[src/rtl/cyc_palette_pkg.sv]
package cyc_palette_pkg;

  // Register select codes on the configuration port.
  typedef enum logic [1:0] {
    SEL_BASE  = 2'd0,
    SEL_FIRST = 2'd1,
    SEL_LAST  = 2'd2,
    SEL_RATE  = 2'd3
  } cfg_sel_e;

endpackage

[src/rtl/cyc_store.sv]
// Palette storage: one synchronous write port, one registered read port.
// A read and a write to the same entry in one clock return the old value.
module cyc_store #(
  parameter int IDX_W  = 8,
  parameter int DATA_W = 12
) (
  input  logic              clk,
  input  logic              wr_en,
  input  logic [IDX_W-1:0]  wr_idx,
  input  logic [DATA_W-1:0] wr_data,
  input  logic [IDX_W-1:0]  rd_idx,
  output logic [DATA_W-1:0] rd_data
);
  localparam int DEPTH = 1 << IDX_W;

  logic [DATA_W-1:0] mem [DEPTH];

  always_ff @(posedge clk) begin
    if (wr_en) begin
      mem[wr_idx] <= wr_data;
    end
    rd_data <= mem[rd_idx];
  end

endmodule

[src/rtl/cyc_rotor.sv]
// Rotation engine: keeps a frame-paced offset and remaps indices that
// fall inside the programmed window.
module cyc_rotor #(
  parameter int IDX_W  = 8,
  parameter int RATE_W = 8
) (
  input  logic              clk,
  input  logic              rst,
  input  logic [IDX_W-1:0]  first,
  input  logic [IDX_W-1:0]  last,
  input  logic [RATE_W-1:0] rate,
  input  logic              cfg_clear,
  input  logic              frame_tick,
  input  logic [IDX_W-1:0]  idx_in,
  output logic [IDX_W-1:0]  idx_out,
  output logic [IDX_W:0]    offset
);
  localparam int SPAN_W = IDX_W + 1;

  logic              win_ok;
  logic [SPAN_W-1:0] span;
  logic              in_win;
  logic [SPAN_W-1:0] rel;
  logic [SPAN_W-1:0] sum;
  logic [SPAN_W-1:0] wrapped;
  logic [SPAN_W-1:0] off_inc;
  logic [RATE_W:0]   fc_inc;
  logic [RATE_W-1:0] fcnt;

  assign win_ok  = (first <= last);
  assign span    = {1'b0, last} - {1'b0, first} + SPAN_W'(1);
  assign in_win  = win_ok && (idx_in >= first) && (idx_in <= last);
  assign rel     = {1'b0, idx_in} - {1'b0, first};
  assign sum     = rel + offset;
  assign wrapped = (sum >= span) ? (sum - span) : sum;
  assign idx_out = in_win ? (first + wrapped[IDX_W-1:0]) : idx_in;

  assign off_inc = offset + SPAN_W'(1);
  assign fc_inc  = {1'b0, fcnt} + (RATE_W+1)'(1);

  always_ff @(posedge clk) begin
    if (rst || cfg_clear || (rate == '0) || !win_ok) begin
      offset <= '0;
      fcnt   <= '0;
    end else if (frame_tick) begin
      if (fc_inc >= {1'b0, rate}) begin
        fcnt   <= '0;
        offset <= (off_inc >= span) ? '0 : off_inc;
      end else begin
        fcnt   <= fc_inc[RATE_W-1:0];
      end
    end
  end

endmodule

[src/rtl/cyc_fetch.sv]
// Fill sequencer: reads one full palette from video RAM at a latched base,
// in order, and restarts cleanly when a new base arrives mid-fill.
module cyc_fetch #(
  parameter int IDX_W  = 8,
  parameter int ADDR_W = 17,
  parameter int DATA_W = 12
) (
  input  logic              clk,
  input  logic              rst,
  input  logic              launch,
  input  logic [ADDR_W-1:0] base,
  output logic              rd_req,
  output logic [ADDR_W-1:0] rd_addr,
  input  logic              rd_gnt,
  input  logic              rd_valid,
  input  logic [DATA_W-1:0] rd_data,
  output logic              wr_en,
  output logic [IDX_W-1:0]  wr_idx,
  output logic [DATA_W-1:0] wr_data
);
  localparam int ENTRIES = 1 << IDX_W;
  localparam int CNT_W   = IDX_W + 1;
  localparam logic [CNT_W-1:0] CNT_END  = CNT_W'(ENTRIES);
  localparam logic [CNT_W-1:0] CNT_LAST = CNT_W'(ENTRIES - 1);

  logic              busy;
  logic              pend;
  logic [CNT_W-1:0]  req_cnt;
  logic [CNT_W-1:0]  ret_cnt;
  logic [CNT_W-1:0]  outst;
  logic [ADDR_W-1:0] cur_base;
  logic              issue;
  logic              accept;
  logic              retire;

  assign rd_req  = busy && !pend && (req_cnt < CNT_END);
  assign rd_addr = cur_base + ADDR_W'(req_cnt);
  assign issue   = rd_req && rd_gnt;
  assign retire  = rd_valid && (outst != '0);
  assign accept  = rd_valid && busy && !pend && (ret_cnt < CNT_END);

  assign wr_en   = accept;
  assign wr_idx  = ret_cnt[IDX_W-1:0];
  assign wr_data = rd_data;

  always_ff @(posedge clk) begin
    if (rst) begin
      outst <= '0;
    end else begin
      outst <= outst + CNT_W'(issue) - CNT_W'(retire);
    end
  end

  always_ff @(posedge clk) begin
    if (rst) begin
      busy     <= 1'b0;
      pend     <= 1'b0;
      req_cnt  <= '0;
      ret_cnt  <= '0;
      cur_base <= '0;
    end else begin
      if (issue) begin
        req_cnt <= req_cnt + CNT_W'(1);
      end
      if (accept) begin
        ret_cnt <= ret_cnt + CNT_W'(1);
        if (ret_cnt == CNT_LAST) begin
          busy <= 1'b0;
        end
      end
      if (launch) begin
        pend <= 1'b1;
      end else if (pend && (outst == '0)) begin
        pend     <= 1'b0;
        busy     <= 1'b1;
        req_cnt  <= '0;
        ret_cnt  <= '0;
        cur_base <= base;
      end
    end
  end

endmodule

[src/rtl/cyc_palette.sv]
// Palette lookup with frame-paced colour rotation and video RAM refill.
module cyc_palette
  import cyc_palette_pkg::*;
#(
  parameter int IDX_W  = 8,
  parameter int DATA_W = 12,
  parameter int ADDR_W = 17,
  parameter int RATE_W = 8
) (
  input  logic              clk,
  input  logic              rst,
  input  logic              cfg_we,
  input  logic [1:0]        cfg_sel,
  input  logic [ADDR_W-1:0] cfg_wdata,
  input  logic              frame_tick,
  input  logic              pix_valid,
  input  logic              pix_blank,
  input  logic [IDX_W-1:0]  pix_index,
  output logic              vram_rd_req,
  output logic [ADDR_W-1:0] vram_rd_addr,
  input  logic              vram_rd_gnt,
  input  logic              vram_rd_valid,
  input  logic [DATA_W-1:0] vram_rd_data,
  output logic              rgb_valid,
  output logic [DATA_W-1:0] rgb
);
  logic [ADDR_W-1:0] base_q;
  logic [IDX_W-1:0]  first_q;
  logic [IDX_W-1:0]  last_q;
  logic [RATE_W-1:0] rate_q;
  logic              launch;
  logic              cfg_clear;
  logic [IDX_W-1:0]  mapped_idx;
  logic [IDX_W:0]    rot_offset;
  logic              st_wr_en;
  logic [IDX_W-1:0]  st_wr_idx;
  logic [DATA_W-1:0] st_wr_data;
  logic [DATA_W-1:0] st_rd_data;
  logic              s1_valid;
  logic              s1_blank;

  assign launch    = cfg_we && (cfg_sel == SEL_BASE);
  assign cfg_clear = cfg_we && (cfg_sel != SEL_BASE);

  always_ff @(posedge clk) begin
    if (rst) begin
      base_q  <= '0;
      first_q <= '0;
      last_q  <= '0;
      rate_q  <= '0;
    end else if (cfg_we) begin
      case (cfg_sel)
        SEL_BASE:  base_q  <= cfg_wdata;
        SEL_FIRST: first_q <= cfg_wdata[IDX_W-1:0];
        SEL_LAST:  last_q  <= cfg_wdata[IDX_W-1:0];
        default:   rate_q  <= cfg_wdata[RATE_W-1:0];
      endcase
    end
  end

  cyc_fetch #(
    .IDX_W (IDX_W),
    .ADDR_W(ADDR_W),
    .DATA_W(DATA_W)
  ) u_fetch (
    .clk     (clk),
    .rst     (rst),
    .launch  (launch),
    .base    (base_q),
    .rd_req  (vram_rd_req),
    .rd_addr (vram_rd_addr),
    .rd_gnt  (vram_rd_gnt),
    .rd_valid(vram_rd_valid),
    .rd_data (vram_rd_data),
    .wr_en   (st_wr_en),
    .wr_idx  (st_wr_idx),
    .wr_data (st_wr_data)
  );

  cyc_rotor #(
    .IDX_W (IDX_W),
    .RATE_W(RATE_W)
  ) u_rot (
    .clk       (clk),
    .rst       (rst),
    .first     (first_q),
    .last      (last_q),
    .rate      (rate_q),
    .cfg_clear (cfg_clear),
    .frame_tick(frame_tick),
    .idx_in    (pix_index),
    .idx_out   (mapped_idx),
    .offset    (rot_offset)
  );

  cyc_store #(
    .IDX_W (IDX_W),
    .DATA_W(DATA_W)
  ) u_store (
    .clk    (clk),
    .wr_en  (st_wr_en),
    .wr_idx (st_wr_idx),
    .wr_data(st_wr_data),
    .rd_idx (mapped_idx),
    .rd_data(st_rd_data)
  );

  // Stage 1 runs beside the store read; stage 2 is the output register.
  always_ff @(posedge clk) begin
    if (rst) begin
      s1_valid  <= 1'b0;
      s1_blank  <= 1'b0;
      rgb_valid <= 1'b0;
      rgb       <= '0;
    end else begin
      s1_valid  <= pix_valid;
      s1_blank  <= pix_blank;
      rgb_valid <= s1_valid;
      rgb       <= (s1_valid && !s1_blank) ? st_rd_data : '0;
    end
  end

endmodule

[config.mk]
export PLATFORM = sky130hd
export DESIGN_NAME = cyc_palette
export DESIGN_NICKNAME = d
export VERILOG_FILES = /design/src/rtl/cyc_palette_pkg.sv /design/src/rtl/cyc_store.sv /design/src/rtl/cyc_rotor.sv /design/src/rtl/cyc_fetch.sv /design/src/rtl/cyc_palette.sv
export SDC_FILE = /design/constraint.sdc
export NUM_CORES = 2
export LEC_CHECK = 0
export ABC_AREA = 1
export BUFFER_PORTS_ARGS = -buffer_cell sky130_fd_sc_hd__buf_2
export CORE_ASPECT_RATIO = 0.9
export CORE_MARGIN = 4
export CORE_UTILIZATION = 46
export DETAILED_ROUTE_END_ITERATION = 7
export PLACE_DENSITY = 0.58
export RECOVER_POWER = 50
export SKIP_CTS_REPAIR_TIMING = 1
export SYNTH_ARGS = -nofsm -noshare
export SYNTH_HDL_FRONTEND = slang
export SYNTH_SLANG_ARGS = --single-unit
[constraint.sdc]
create_clock -name clk -period 13.7 [get_ports clk]
set_input_delay 4.11 -clock clk [delete_from_list [all_inputs] [get_ports clk]]
set_output_delay 4.11 -clock clk [all_outputs]
set_load 0.005 [all_outputs]
==> impl.org <==
** Status
- The flow ran to the end, but the final reports show violations.
- The final reports fail on max-capacitance violations, max-slew violations.

** GRT
- Met1 layer usage reported by global route :: 0.3739
- Maximum number of pins on one net before global-route repair :: 205
- Vias in the first global route :: 91,810
- For this run, global-route usage on met2 was measured as 0.3940.
- Antenna violations before repair :: 26
- The first global-routing pass estimated 611,400 um of wire.
- Total congestion overflow after global routing :: 0
- In this run the most used layer during global routing was met2.
- For this run, global-route usage on met3 was measured as 0.04119.
- For this run, the total global-route usage over all layers was measured as 0.2571.

** Critical path
- The startpoint identified for the worst register-to-register timing path is u_rot.offset[0].
- STA classifies the critical path endpoint as a flop.
- Arrival time reported for the critical path endpoint :: 12,560 ps
- Required time at the endpoint of the critical path :: 14,000 ps
- Register-to-Register Path Depth :: 33
- Of all nets on the critical path, the largest fanout is 70.
- Startpoint Class :: input port
- The setup path with the least slack is of type input port to flop.
- Setup slack on the worst reg-to-reg path comes out at 5350 ps.
- The endpoint identified for the worst register-to-register timing path is u_store.rd_data[2].

** Logic synthesis
- After synthesis, the mean cell area works out to 10.30 um2.
- Cell count after synthesis :: 13,670
- The netlist uses 45 different library cells.
- Top FF cell, synth :: sky130_fd_sc_hd__edfxtp_1
- Of the synthesized area, sequential elements account for 0.6733.
- Post-synth top area share :: 0.6547
- The synthesized netlist occupies a cell area of 0.1409 mm2.
- By area the synthesized netlist is led by sky130_fd_sc_hd__edfxtp_1 (65%), sky130_fd_sc_hd__nand2_1 (11%), sky130_fd_sc_hd__nand3_1 (9.2%).
- Post-synthesis cell type with the largest combined area :: sky130_fd_sc_hd__edfxtp_1
- The synthesized design contains 3,072 enable-type register cells.
- Net count after synthesis :: 13,840
- Fraction of synthesis flops using an asynchronous set or reset pin :: 0
- During synthesis, Yosys emitted a total of 0 warnings.
- Counting flops and latches in the post-synthesis netlist gives 3,203.

** Place
- At the end of routability-driven placement, the weighted congestion stood at 0.8730.
- Buffers placed on the I/O ports in this run total 77.
- HPWL after detailed placement :: 238,300 um
- Area after detailed placement :: 0.1459 mm2
- Post-placement worst setup slack :: 1594 ps

** Detailed routing
- Number of routed nets with antenna violations :: 0
- Total wirelength of the detailed-routed design :: 414,900 um
- In this run, the number of DRC markers left after iteration 0 of detailed routing was 12,120.
- Across all layers, the routed design uses 97,120 vias.
- After detailed routing, the number of vias per cell comes to 5.393.
- Count of TritonRoute iterations in the first routing pass :: 6
- In the routed design, unresolved DRC markers number 0.
- After detailed routing, the average wire length per cell comes to 23.04 um.

** Power
- The share of total power dissipated in the clock network is 0.352.
- Psw :: 8.162 mW
- Total internal power :: 17.44 mW
- For this design the static power due to leakage is 64.01 nW.
- Part of the total power dissipated in combinational logic :: 0.224
- VDD IR max :: 0.1188 mV
- Switching share of power :: 0.3188
- Power density over cell area :: 163.7 mW/mm2
- Of the total power, registers draw 0.424.

** Min path
- Hold Path Stages :: 2
- The startpoint identified for the worst hold timing path is s1_valid.
- The worst hold path terminates at rgb_valid.
- Worst Hold Class :: flop to flop

** Timing
- On the final layout, the worst clock skew is 57.57 ps.
- Final setup viols :: 0
- Setup slack closes at 1440 ps.
- Transition time at the pin with the least slew margin :: 7027 ps
- Setup_tns :: 0 ps
- Relative max-transition margin :: -3.685
- Setup repair after global routing left no endpoint under its margin.
- Final number of max-transition violations :: 3,051
- Count of final hold-check violations :: 0
- Of the available clock period, the critical path in the final layout requires 0.8949.
- Max Clk Rate :: 0.08157 GHz
- Time the worst path needs with I/O delays and setup :: 12,260 ps

** Die
- Vert. Die Dim :: 533.0 um
- The total area inside the core boundary comes to 0.3044 mm2.
- The die covers 0.3152 mm2.
- IO Count :: 78
- The die is 591.4 um wide.
- For this configuration, the core starts out at a cell density of 0.4629.
- Floorplan row count :: 192

** Clocking
- Clock tree sinks :: 3,203
- CTS Buf Count :: 335
- After clock tree synthesis, the clock-pin slew on the worst setup and hold paths is 70 ps.
- CTS Root Buffer Type :: sky130_fd_sc_hd__clkbuf_16
- Worst-Skew Late Latency :: 930 ps
- In this run the deepest clock path goes through 4 buffers.
- TritonCTS built the clock tree.
- In this run the number of H-tree levels came out at 5.

** Finish
- Final nets :: 13,830
- The area growth from synthesis to layout is 11.00%.
- Total non-filler cell area in the finished layout :: 0.1564 mm2
- The layout has 26,770 filler cells.
- Fraction of layout instances using a drive strength above 1 :: 0.06049

** Job
- Max-cap violations in this run came to 39.
==> Yosys cell counts, types with 6 or more instances <==
library cell	number
sky130_fd_sc_hd__xnor2_1	15
sky130_fd_sc_hd__a21oi_1	99
sky130_fd_sc_hd__edfxtp_1	3072
sky130_fd_sc_hd__fa_1	14
sky130_fd_sc_hd__buf_6	14
sky130_fd_sc_hd__o211ai_1	86
sky130_fd_sc_hd__nor2_1	372
sky130_fd_sc_hd__buf_4	48
sky130_fd_sc_hd__nand3_1	2584
sky130_fd_sc_hd__o21ai_0	68
sky130_fd_sc_hd__o21a_1	7
sky130_fd_sc_hd__nand4_1	9
sky130_fd_sc_hd__buf_2	482
sky130_fd_sc_hd__buf_1	46
sky130_fd_sc_hd__o22ai_1	6
sky130_fd_sc_hd__dfxtp_1	131
sky130_fd_sc_hd__nor3_1	17
sky130_fd_sc_hd__clkbuf_1	144
sky130_fd_sc_hd__nand2_1	3953
sky130_fd_sc_hd__inv_1	2213
sky130_fd_sc_hd__o21bai_1	8
sky130_fd_sc_hd__ha_1	110
sky130_fd_sc_hd__xor2_1	42
sky130_fd_sc_hd__nand3b_1	87
==> layout by cell type (no fill, tap or decap), types with 14 or more instances in the layout <==
master and n:
sky130_fd_sc_hd__a21oi_1 99, sky130_fd_sc_hd__buf_12 49, sky130_fd_sc_hd__buf_2 51, sky130_fd_sc_hd__buf_4 220, sky130_fd_sc_hd__bufinv_16 29, sky130_fd_sc_hd__clkbuf_1 116
sky130_fd_sc_hd__clkbuf_16 340, sky130_fd_sc_hd__clkinv_1 62, sky130_fd_sc_hd__clkinv_2 60, sky130_fd_sc_hd__dfxtp_1 131, sky130_fd_sc_hd__diode_2 14, sky130_fd_sc_hd__edfxtp_1 3072
sky130_fd_sc_hd__fa_1 14, sky130_fd_sc_hd__ha_1 110, sky130_fd_sc_hd__inv_1 2211, sky130_fd_sc_hd__nand2_1 3947, sky130_fd_sc_hd__nand3_1 2577, sky130_fd_sc_hd__nand3b_1 87
sky130_fd_sc_hd__nor2_1 368, sky130_fd_sc_hd__nor3_1 17, sky130_fd_sc_hd__o211ai_1 86, sky130_fd_sc_hd__o21ai_0 68, sky130_fd_sc_hd__xnor2_1 15, sky130_fd_sc_hd__xor2_1 42
==> worst max-delay path, cell delays in order <==
cell and delay [ps]:
sky130_fd_sc_hd__clkbuf_1 3050, sky130_fd_sc_hd__clkbuf_1 3010, sky130_fd_sc_hd__clkbuf_1 2130
==> stage by stage <==
step | util | instances | power (mW) | hold slack [ps]
2_1_floorplan | - | 13670 | 14.46 | 393.6
3_3_place_gp | 0.4794 | 17390 | 16.67 | 405.8
3_5_place_dp | 0.4794 | 17390 | 16.69 | 410.0
4_1_cts | 0.5145 | 17990 | 25.65 | 418.5
5_1_grt | 0.5137 | 18000 | 26.59 | 446.2
6_report | 0.5138 | 18010 | 25.60 | 416.5
==> kinds of logic after synthesis <==
logic type                 count (synthesis)  synth area share
and+or+nand+nor                         7039            0.2136
adders and majority gates                124           0.01176
buffers and inverters                   2953           0.08499
AOI/OAI and AO/OA                        297           0.01276
xor gates and xnor gates                  57          0.003543
DFF                                     3203            0.6733
==> power groups by stage <==
stage | registers [mW] | logic [mW] | clock network, mW
after global routing | 10.8 | 6.20 | 9.54
after floorplan | 11.0 | 3.47 | 0
after CTS | 10.8 | 5.70 | 9.14
final | 10.8 | 5.75 | 9.01
after global placement | 11.0 | 5.65 | 0
after detailed placement | 11.0 | 5.68 | 0
==> registers in the layout (all words and copies together), names as in the netlist <==
| signal | count |
|---|---|
| base_q | 17 |
| first_q | 8 |
| last_q | 8 |
| rate_q | 8 |
| rgb | 12 |
| rgb_valid | 1 |
| s1_blank | 1 |
| s1_valid | 1 |
| u_fetch.busy | 1 |
| u_fetch.cur_base | 17 |
| u_fetch.outst | 9 |
| u_fetch.pend | 1 |
| u_fetch.req_cnt | 9 |
| u_fetch.ret_cnt | 9 |
| u_rot.fcnt | 8 |
| u_rot.offset | 9 |
| u_store.mem | 3072 |
| u_store.rd_data | 12 |
==> worst max path at each step <==
stage / startpoint / end / slack (ps) / depth (start not counted)
CTS: pix_index[1] / u_store.rd_data[2] / 2550 / 33
detailed placement: pix_index[1] / u_store.rd_data[2] / 1590 / 33
finish: vram_rd_data[10] / u_store.mem[153][10] / 1440 / 3
global route: vram_rd_data[10] / u_store.mem[153][10] / 970 / 3
floorplan: pix_index[1] / u_store.rd_data[10] / 4470 / 34
global placement: pix_index[1] / u_store.rd_data[2] / 1540 / 33
==> cell type report <==
class / instances / area [um2] / area share
multi-input combinational: 7517 / 34190 / 0.2186
antenna: 14 / 35.03 / 0.0002240
sequential: 3203 / 94870 / 0.6066
clock inverter: 187 / 1848 / 0.01182
tap: 4074 / 5097 / 0.03259
timing repair buffer: 383 / 3173 / 0.02029
clock buffer: 411 / 8835 / 0.05649
inverter: 2219 / 8348 / 0.05338
==> per-layer routing <==
metal,vias to the layer above,routed length [um]
met4,12,14220
met3,683,37430
met1,47160,177000
met5,-,81
li1,44880,-
met2,4391,186100
(Power assumes the default switching activity.)
